<file path="src/rtl/prom_pkg.sv">
package prom_pkg;

  typedef enum logic [1:0] {
    ST_IDLE = 2'd0,
    ST_WAIT = 2'd1,
    ST_HIZ  = 2'd2
  } ctl_st_t;

  // Whole cycles covering a time in ns, never below one.
  function automatic int cyc_of(input int t_ns, input int clk_ns);
    int c;
    c = (t_ns + clk_ns - 1) / clk_ns;
    return (c < 1) ? 1 : c;
  endfunction

endpackage

</file>
<file path="src/rtl/prom_pwrup.sv">
module prom_pwrup #(
  parameter int CYC = 4
) (
  input  logic clk,
  input  logic rst,
  output logic done
);
  localparam int CW = $clog2(CYC + 1);

  logic [CW-1:0] cnt_q;

  always_ff @(posedge clk) begin
    if (rst) begin
      cnt_q <= '0;
      done  <= 1'b0;
    end else if (!done) begin
      cnt_q <= cnt_q + 1'b1;
      done  <= (cnt_q == CW'(CYC - 1));
    end
  end


  pwr_hold_chk: assert property (@(posedge clk) disable iff (rst)
    done |=> done);

endmodule

</file>
<file path="src/rtl/prom_wait_timer.sv">
module prom_wait_timer #(
  parameter int TW = 5
) (
  input  logic          clk,
  input  logic          rst,
  input  logic          load,
  input  logic [TW-1:0] val,
  output logic          expired
);
  logic [TW-1:0] cnt_q;

  always_ff @(posedge clk) begin
    if (rst)                cnt_q <= '0;
    else if (load)          cnt_q <= val;
    else if (cnt_q != '0)   cnt_q <= cnt_q - 1'b1;
  end

  assign expired = (cnt_q == '0);


  tmr_step_chk: assert property (@(posedge clk) disable iff (rst)
    (!load && cnt_q != '0) |=> (cnt_q == $past(cnt_q) - 1'b1));

endmodule

</file>
<file path="src/rtl/prom_pin_map.sv">
module prom_pin_map #(
  parameter int AW = 27
) (
  input  logic [AW:0]   lin,
  input  logic          wide,
  output logic [AW-1:0] pin_a,
  output logic          am1,
  output logic [AW-4:0] tag
);
  always_comb begin
    if (wide) begin
      pin_a = lin[AW-1:0];
      am1   = 1'b0;
      tag   = lin[AW-1:3];
    end else begin
      pin_a = lin[AW:1];
      am1   = lin[0];
      tag   = lin[AW:4];
    end
  end
endmodule

</file>
<file path="src/rtl/prom_rd_ctrl.sv">
module prom_rd_ctrl
  import prom_pkg::*;
#(
  parameter int AW        = 27,
  parameter int LEN_W     = 8,
  parameter int CLK_NS    = 10,
  parameter int T_RAND_NS = 105,
  parameter int T_PAGE_NS = 25,
  parameter int T_HIZ_NS  = 20,
  parameter int PWRUP_NS  = 1000000
) (
  input  logic             clk,
  input  logic             rst,
  input  logic             mode_wide,
  input  logic             req_valid,
  output logic             req_ready,
  input  logic [AW:0]      req_addr,
  input  logic [LEN_W-1:0] req_len,
  output logic             rsp_valid,
  output logic [31:0]      rsp_data,
  output logic [AW-1:0]    rom_a,
  output logic             rom_am1,
  output logic             rom_am1_oe,
  output logic             rom_ce_n,
  output logic             rom_oe_n,
  input  logic [31:0]      rom_dq
);
  localparam int RAND_C = cyc_of(T_RAND_NS, CLK_NS);
  localparam int PAGE_C = cyc_of(T_PAGE_NS, CLK_NS);
  localparam int HIZ_C  = cyc_of(T_HIZ_NS, CLK_NS);
  localparam int PWR_C  = cyc_of(PWRUP_NS, CLK_NS);
  localparam int MAX1   = (RAND_C > PAGE_C) ? RAND_C : PAGE_C;
  localparam int MAXC   = (MAX1 > HIZ_C) ? MAX1 : HIZ_C;
  localparam int TW     = $clog2(MAXC + 1);

  ctl_st_t          st_q;
  logic [AW:0]      lin_q;
  logic [LEN_W-1:0] left_q;
  logic [AW-4:0]    tag_q;
  logic             mode_q;
  logic             pwr_done;

  logic [AW:0]      lin_inc;
  logic [AW-1:0]    req_pin_a, nxt_pin_a;
  logic             req_am1, nxt_am1;
  logic [AW-4:0]    req_tag, nxt_tag;

  logic             t_load, t_exp;
  logic [TW-1:0]    t_val;
  logic             accept;

  prom_pwrup #(.CYC(PWR_C)) u_pwr (
    .clk(clk), .rst(rst), .done(pwr_done)
  );

  assign lin_inc = lin_q + 1'b1;

  prom_pin_map #(.AW(AW)) u_map_req (
    .lin(req_addr), .wide(mode_wide),
    .pin_a(req_pin_a), .am1(req_am1), .tag(req_tag)
  );

  prom_pin_map #(.AW(AW)) u_map_nxt (
    .lin(lin_inc), .wide(mode_q),
    .pin_a(nxt_pin_a), .am1(nxt_am1), .tag(nxt_tag)
  );

  prom_wait_timer #(.TW(TW)) u_tmr (
    .clk(clk), .rst(rst), .load(t_load), .val(t_val), .expired(t_exp)
  );

  assign req_ready = (st_q == ST_IDLE) && pwr_done;
  assign accept    = req_valid && req_ready;

  always_comb begin
    t_load = 1'b0;
    t_val  = '0;
    case (st_q)
      ST_IDLE: if (accept) begin
        t_load = 1'b1;
        t_val  = TW'(RAND_C - 1);
      end
      ST_WAIT: if (t_exp) begin
        t_load = 1'b1;
        if (left_q == '0)          t_val = TW'(HIZ_C - 1);
        else if (nxt_tag != tag_q) t_val = TW'(RAND_C - 1);
        else                       t_val = TW'(PAGE_C - 1);
      end
      default: ;
    endcase
  end

  always_ff @(posedge clk) begin
    if (rst) begin
      st_q       <= ST_IDLE;
      lin_q      <= '0;
      left_q     <= '0;
      tag_q      <= '0;
      mode_q     <= 1'b1;
      rsp_valid  <= 1'b0;
      rsp_data   <= '0;
      rom_a      <= '0;
      rom_am1    <= 1'b0;
      rom_am1_oe <= 1'b0;
      rom_ce_n   <= 1'b1;
      rom_oe_n   <= 1'b1;
    end else begin
      rsp_valid  <= 1'b0;
      rom_am1_oe <= !mode_wide;
      case (st_q)
        ST_IDLE: if (accept) begin
          mode_q   <= mode_wide;
          lin_q    <= req_addr;
          left_q   <= req_len;
          tag_q    <= req_tag;
          rom_a    <= req_pin_a;
          rom_am1  <= req_am1;
          rom_ce_n <= 1'b0;
          rom_oe_n <= 1'b0;
          st_q     <= ST_WAIT;
        end
        ST_WAIT: if (t_exp) begin
          rsp_valid <= 1'b1;
          rsp_data  <= mode_q ? rom_dq : {16'h0000, rom_dq[15:0]};
          if (left_q == '0) begin
            rom_ce_n <= 1'b1;
            rom_oe_n <= 1'b1;
            st_q     <= ST_HIZ;
          end else begin
            lin_q   <= lin_inc;
            left_q  <= left_q - 1'b1;
            tag_q   <= nxt_tag;
            rom_a   <= nxt_pin_a;
            rom_am1 <= nxt_am1;
          end
        end
        ST_HIZ: if (t_exp) st_q <= ST_IDLE;
        default: st_q <= ST_IDLE;
      endcase
    end
  end


  pwr_ce_chk: assert property (@(posedge clk) disable iff (rst)
    !pwr_done |-> (rom_ce_n && !req_ready));


  accept_drive_chk: assert property (@(posedge clk) disable iff (rst)
    accept |=> (!rom_ce_n && !rom_oe_n && !req_ready));


  addr_hold_chk: assert property (@(posedge clk) disable iff (rst)
    (st_q == ST_WAIT && !t_exp) |=>
      ($stable(rom_a) && $stable(rom_am1) && !rom_ce_n && !rom_oe_n));


  release_chk: assert property (@(posedge clk) disable iff (rst)
    $rose(req_ready) |-> (rom_ce_n && rom_oe_n && !rsp_valid));


  oe_in_ce_chk: assert property (@(posedge clk) disable iff (rst)
    !rom_oe_n |-> !rom_ce_n);

endmodule

</file>
<file path="config.mk">
export PLATFORM = sky130hd
export DESIGN_NAME = prom_rd_ctrl
export DESIGN_NICKNAME = d
export VERILOG_FILES = /design/src/rtl/prom_pkg.sv /design/src/rtl/prom_pwrup.sv /design/src/rtl/prom_wait_timer.sv /design/src/rtl/prom_pin_map.sv /design/src/rtl/prom_rd_ctrl.sv
export SDC_FILE = /design/constraint.sdc
export NUM_CORES = 1
export LEC_CHECK = 0
export BUFFER_PORTS_ARGS = -buffer_cell sky130_fd_sc_hd__clkbuf_2
export CORE_MARGIN = 8
export CORE_UTILIZATION = 35
export DETAILED_ROUTE_END_ITERATION = 8
export PLACE_DENSITY_LB_ADDON = 0.15
export REMOVE_ABC_BUFFERS = 1
export SLEW_MARGIN = 20
export SYNTH_ARGS = -nofsm -noshare
export SYNTH_HDL_FRONTEND = slang
export SYNTH_SLANG_ARGS = --single-unit
</file>
<file path="constraint.sdc">
create_clock -name clk -period 5.63 [get_ports clk]
set_clock_uncertainty 0.05 [all_clocks]
set_input_delay 1.126 -clock clk [delete_from_list [all_inputs] [get_ports clk]]
set_output_delay 1.126 -clock clk [all_outputs]
set_load 0.01 [all_outputs]
</file>
==> impl_summary.txt <==
----------------------------------------------------
[Pwr]
  Leakage dissipation ... 0.003494 uW
  Power density normalized to cell area ... 244.8 nW/um^2
  Peak ir drop on the vdd network ... 0.1791 mV
  Power consumption ... 2226 uW

[Floorplanning]
  Floorplan core area ... 21690 um^2
  Die Y ... 164.3 um
  Die X-Extent ... 164.3 um
  Die area ... 27010 um^2
  I/O pin cnt ... 137
  Cell Rows ... 54
  Starting Density ... 0.3551

[Run]
  MaxCap Viol Count ... 0

[Routing]
  Total Wirelength ... 25800 um
  Violation count after the first detailed-route iteration ... 607
  Routed WL per cell ... 18.39 um
  Routed via count ... 7823
  Post-route DRC violation count ... 0
  Antenna Violating Nets Remaining ... 0
  Vias per cell ... 5.576
  Pre-antenna DRT Iters ... 5

[Worst setup path]
  Type of destination of the critical path ... register
  CP startpoint kind ... register
  Worst setup path class ... register to register
  Worst endpoint required time ... 5.87 ns
  CP Data Arrival Time ... 4.09 ns
  Critical path peak fanout ... 14

[Timing]
  Peak clock frequency supported by timing ... 259.9 MHz
  Number of hold violations in the final report ... 0
  Measured slew at the worst slew-check pin ... 1.072 ns
  Portion of the clock cycle consumed by the worst path in the final layout ... 0.6835
  Shortest clock period the worst path allows after layout ... 3.848 ns
  Smallest hold slack ... 0.3981 ns
  Setup repair after global routing missed its margin ... false
  Slew Limit Fails ... 0
  Worst setup slack after layout ... 1.782 ns
  Slew margin rel. ... 0.2826
  Total setup violations reported at the end of the flow ... 0

[Yosys]
  Synthesized area per cell ... 7.478 um^2
  Number of warnings printed during yosys synthesis ... 0
  Area fraction of the dominant cell type after synthesis ... 0.3223
  Cell count after synthesis ... 1030
  Adder-cell area share of the yosys netlist ... 0.008122
  Dominant synthesized flop cell ... sky130_fd_sc_hd__dfxtp_1
  Synthesized-area fraction occupied by xor and xnor cells ... 0.08008
  Yosys reg bits ... 124
  Area fraction in and, or, nand and nor cells after synthesis ... 0.2570
  Post-synth ARST share ... 0
  Biggest area consumer among synthesized cells ... sky130_fd_sc_hd__dfxtp_1
  Top cells by area, synth ... sky130_fd_sc_hd__dfxtp_1, sky130_fd_sc_hd__nand2_1, sky130_fd_sc_hd__a21oi_1
  Share of the synthesized area in compound gates (AO/OA/AOI/OAI) ... 0.2234
  Sequential fraction of the synthesis area ... 0.3223
  Dominant combinational cell family by area after synthesis ... simple AND/OR/NAND/NOR gates
  Count of flip-flops with a built-in enable after synthesis ... 0
  Number of distinct library cell variants in the gate-level netlist after synthesis ... 69
  Multiplexer share of the synthesized area ... 0.05474
  Post-Synthesis Cell Area ... 7702 um^2

[CTS]
  Hold-fix buffers, CTS ... 0
  Inserted Clock Buffers ... 17
  Clock Root Buffer ... sky130_fd_sc_hd__clkbuf_16
  CTS H-tree lvls ... 4
  Clock Latency Late Sink ... 0.42 ns
  CTS tree ... done
  Setup Buffers After CTS ... 0
  Max clock buf depth ... 2
  Clk sinks ... 124
  Number of gates given a new drive strength after cts ... 0
  Clock-pin slew on the worst setup and hold paths ... 0.06 ns

[Placed design]
  Hpwl dp ... 17530 um
  Total placed instance area ... 8498 um^2
  Gp weighted congestion ... 0.8568
  Quantity of I/O buffers inserted on ports ... 136
  Dpl ws ... 1.868 ns
  Number of cells in the design after placement ... 1371

[Cells and area]
  Leading cell types in the layout, fill and taps excluded ... sky130_fd_sc_hd__clkbuf_2, sky130_fd_sc_hd__nand2_1, sky130_fd_sc_hd__dfxtp_1
  Final cell count without fillers ... 1403
  Area Overhead vs Synth ... 18.05%
  Fraction of layout instances using a drive strength above 1 ... 0.1781
  Nets@finish ... 1187
  Commonest non-fill, non-tap cell in the layout ... sky130_fd_sc_hd__clkbuf_2
  Summed area of non-filler cells in the final layout ... 9092 um^2
  Antenna Diode Count ... 0

[GRT]
  Pin count of the biggest net entering global routing ... 80
  Total routing resource utilization after global routing ... 0.1889
  Wire length of the first global-routing pass ... 40910 um
  Antenna violations before repair ... 0
  Vias in the first global route ... 7357
  Global route overflow ... 0

[Worst hold path]
  HP Class ... register to register

[Outcome]
  Run status ... completed

----------------------------------------------------
cells in the mapped netlist, types with 7 or more instances:
library cell               instances
sky130_fd_sc_hd__o22ai_1          15
sky130_fd_sc_hd__clkbuf_1         65
sky130_fd_sc_hd__or3_1             8
sky130_fd_sc_hd__nor3_1           32
sky130_fd_sc_hd__xnor2_1          37
sky130_fd_sc_hd__nor2b_1           7
sky130_fd_sc_hd__nand3_1          51
sky130_fd_sc_hd__buf_2            14
sky130_fd_sc_hd__and3_1            9
sky130_fd_sc_hd__a211oi_1         41
sky130_fd_sc_hd__inv_1            20
sky130_fd_sc_hd__mux2i_1          41
sky130_fd_sc_hd__o32ai_1           8
sky130_fd_sc_hd__o211ai_1         13
sky130_fd_sc_hd__a21oi_1          99
sky130_fd_sc_hd__dfxtp_1         124
sky130_fd_sc_hd__o21ai_0          43
sky130_fd_sc_hd__nor4_1            9
sky130_fd_sc_hd__xor2_1           29
sky130_fd_sc_hd__nand4_1          10
sky130_fd_sc_hd__nor2_1          110
sky130_fd_sc_hd__nand2_1         135
sky130_fd_sc_hd__a31oi_1          10
cells by family after synthesis:
logic type,count (synthesis)
AOI/OAI and AO/OA,273
xor gates and xnor gates,68
adders and majority gates,5
buffers and inverters,106
DFF,124
muxes,42
and+or+nand+nor,412
state kept, by name, summed over array words and instances (netlist names), 2 cells and up:
name	count
lin_q	28
rom_a	27
rsp_data	32
left_q	8
st_q	2
u_pwr.cnt_q	17
u_tmr.cnt_q	4
metal layers:
layer | share of wire | up-vias | wire (um) | global-route usage
met1 | 0.48 | 3695 | 12360 | 0.2639
met4 | 0.011 | 0 | 283 | 0.05289
met5 | 0 | - | 0 | 0
met3 | 0.054 | 24 | 1398 | 0.02682
met2 | 0.46 | 225 | 11760 | 0.2967
li1 | - | 3879 | - | -
final cells by class:
class | count | area, um^2
Multi-Input combinational cell | 800 | 4827
Tap cell | 280 | 350.3
Clock buffer | 18 | 439.2
Clock inverter | 14 | 155.1
Inverter | 21 | 78.83
Timing Repair Buffer | 146 | 758.2
Fill cell | 2269 | 12600
Sequential cell | 124 | 2484
worst paths after layout:
path | start | endpoint | slack (ns) | cells after the start
worst min register to register | rsp_data[26] | rsp_data[26] | 0.40 | 2
worst max-delay path | lin_q[0] | u_tmr.cnt_q[3] | 1.78 | 9
worst max register to register | lin_q[0] | u_tmr.cnt_q[3] | 1.78 | 9
worst min-delay path | rsp_data[26] | rsp_data[26] | 0.40 | 2
stage by stage:
stage / TNS (ns) / utilization
floorplan: -52.73 / -
global placement: 0 / 0.3918
detailed placement: 0 / 0.3918
CTS: 0 / 0.4192
global route: 0 / 0.4192
finish: 0 / 0.4192
report_power, final:
group | internal (uW) | switching [uW] | total [uW]
registers | 893 | 14.0 | 907
logic | 82.3 | 102 | 184
clock network | 673 | 461 | 1130
worst max-delay path, cell delays in order, from the launching register on:
cell	delay, ns
sky130_fd_sc_hd__dfxtp_1	0.45
sky130_fd_sc_hd__ha_1	0.29
sky130_fd_sc_hd__nand3_1	0.43
sky130_fd_sc_hd__nor4_4	0.75
sky130_fd_sc_hd__nand4_2	0.34
sky130_fd_sc_hd__and4_1	0.33
sky130_fd_sc_hd__nor4_1	0.27
sky130_fd_sc_hd__o2111ai_1	0.15
sky130_fd_sc_hd__nor4b_1	0.48
sky130_fd_sc_hd__a31oi_1	0.15
(Power assumes the default switching activity.)
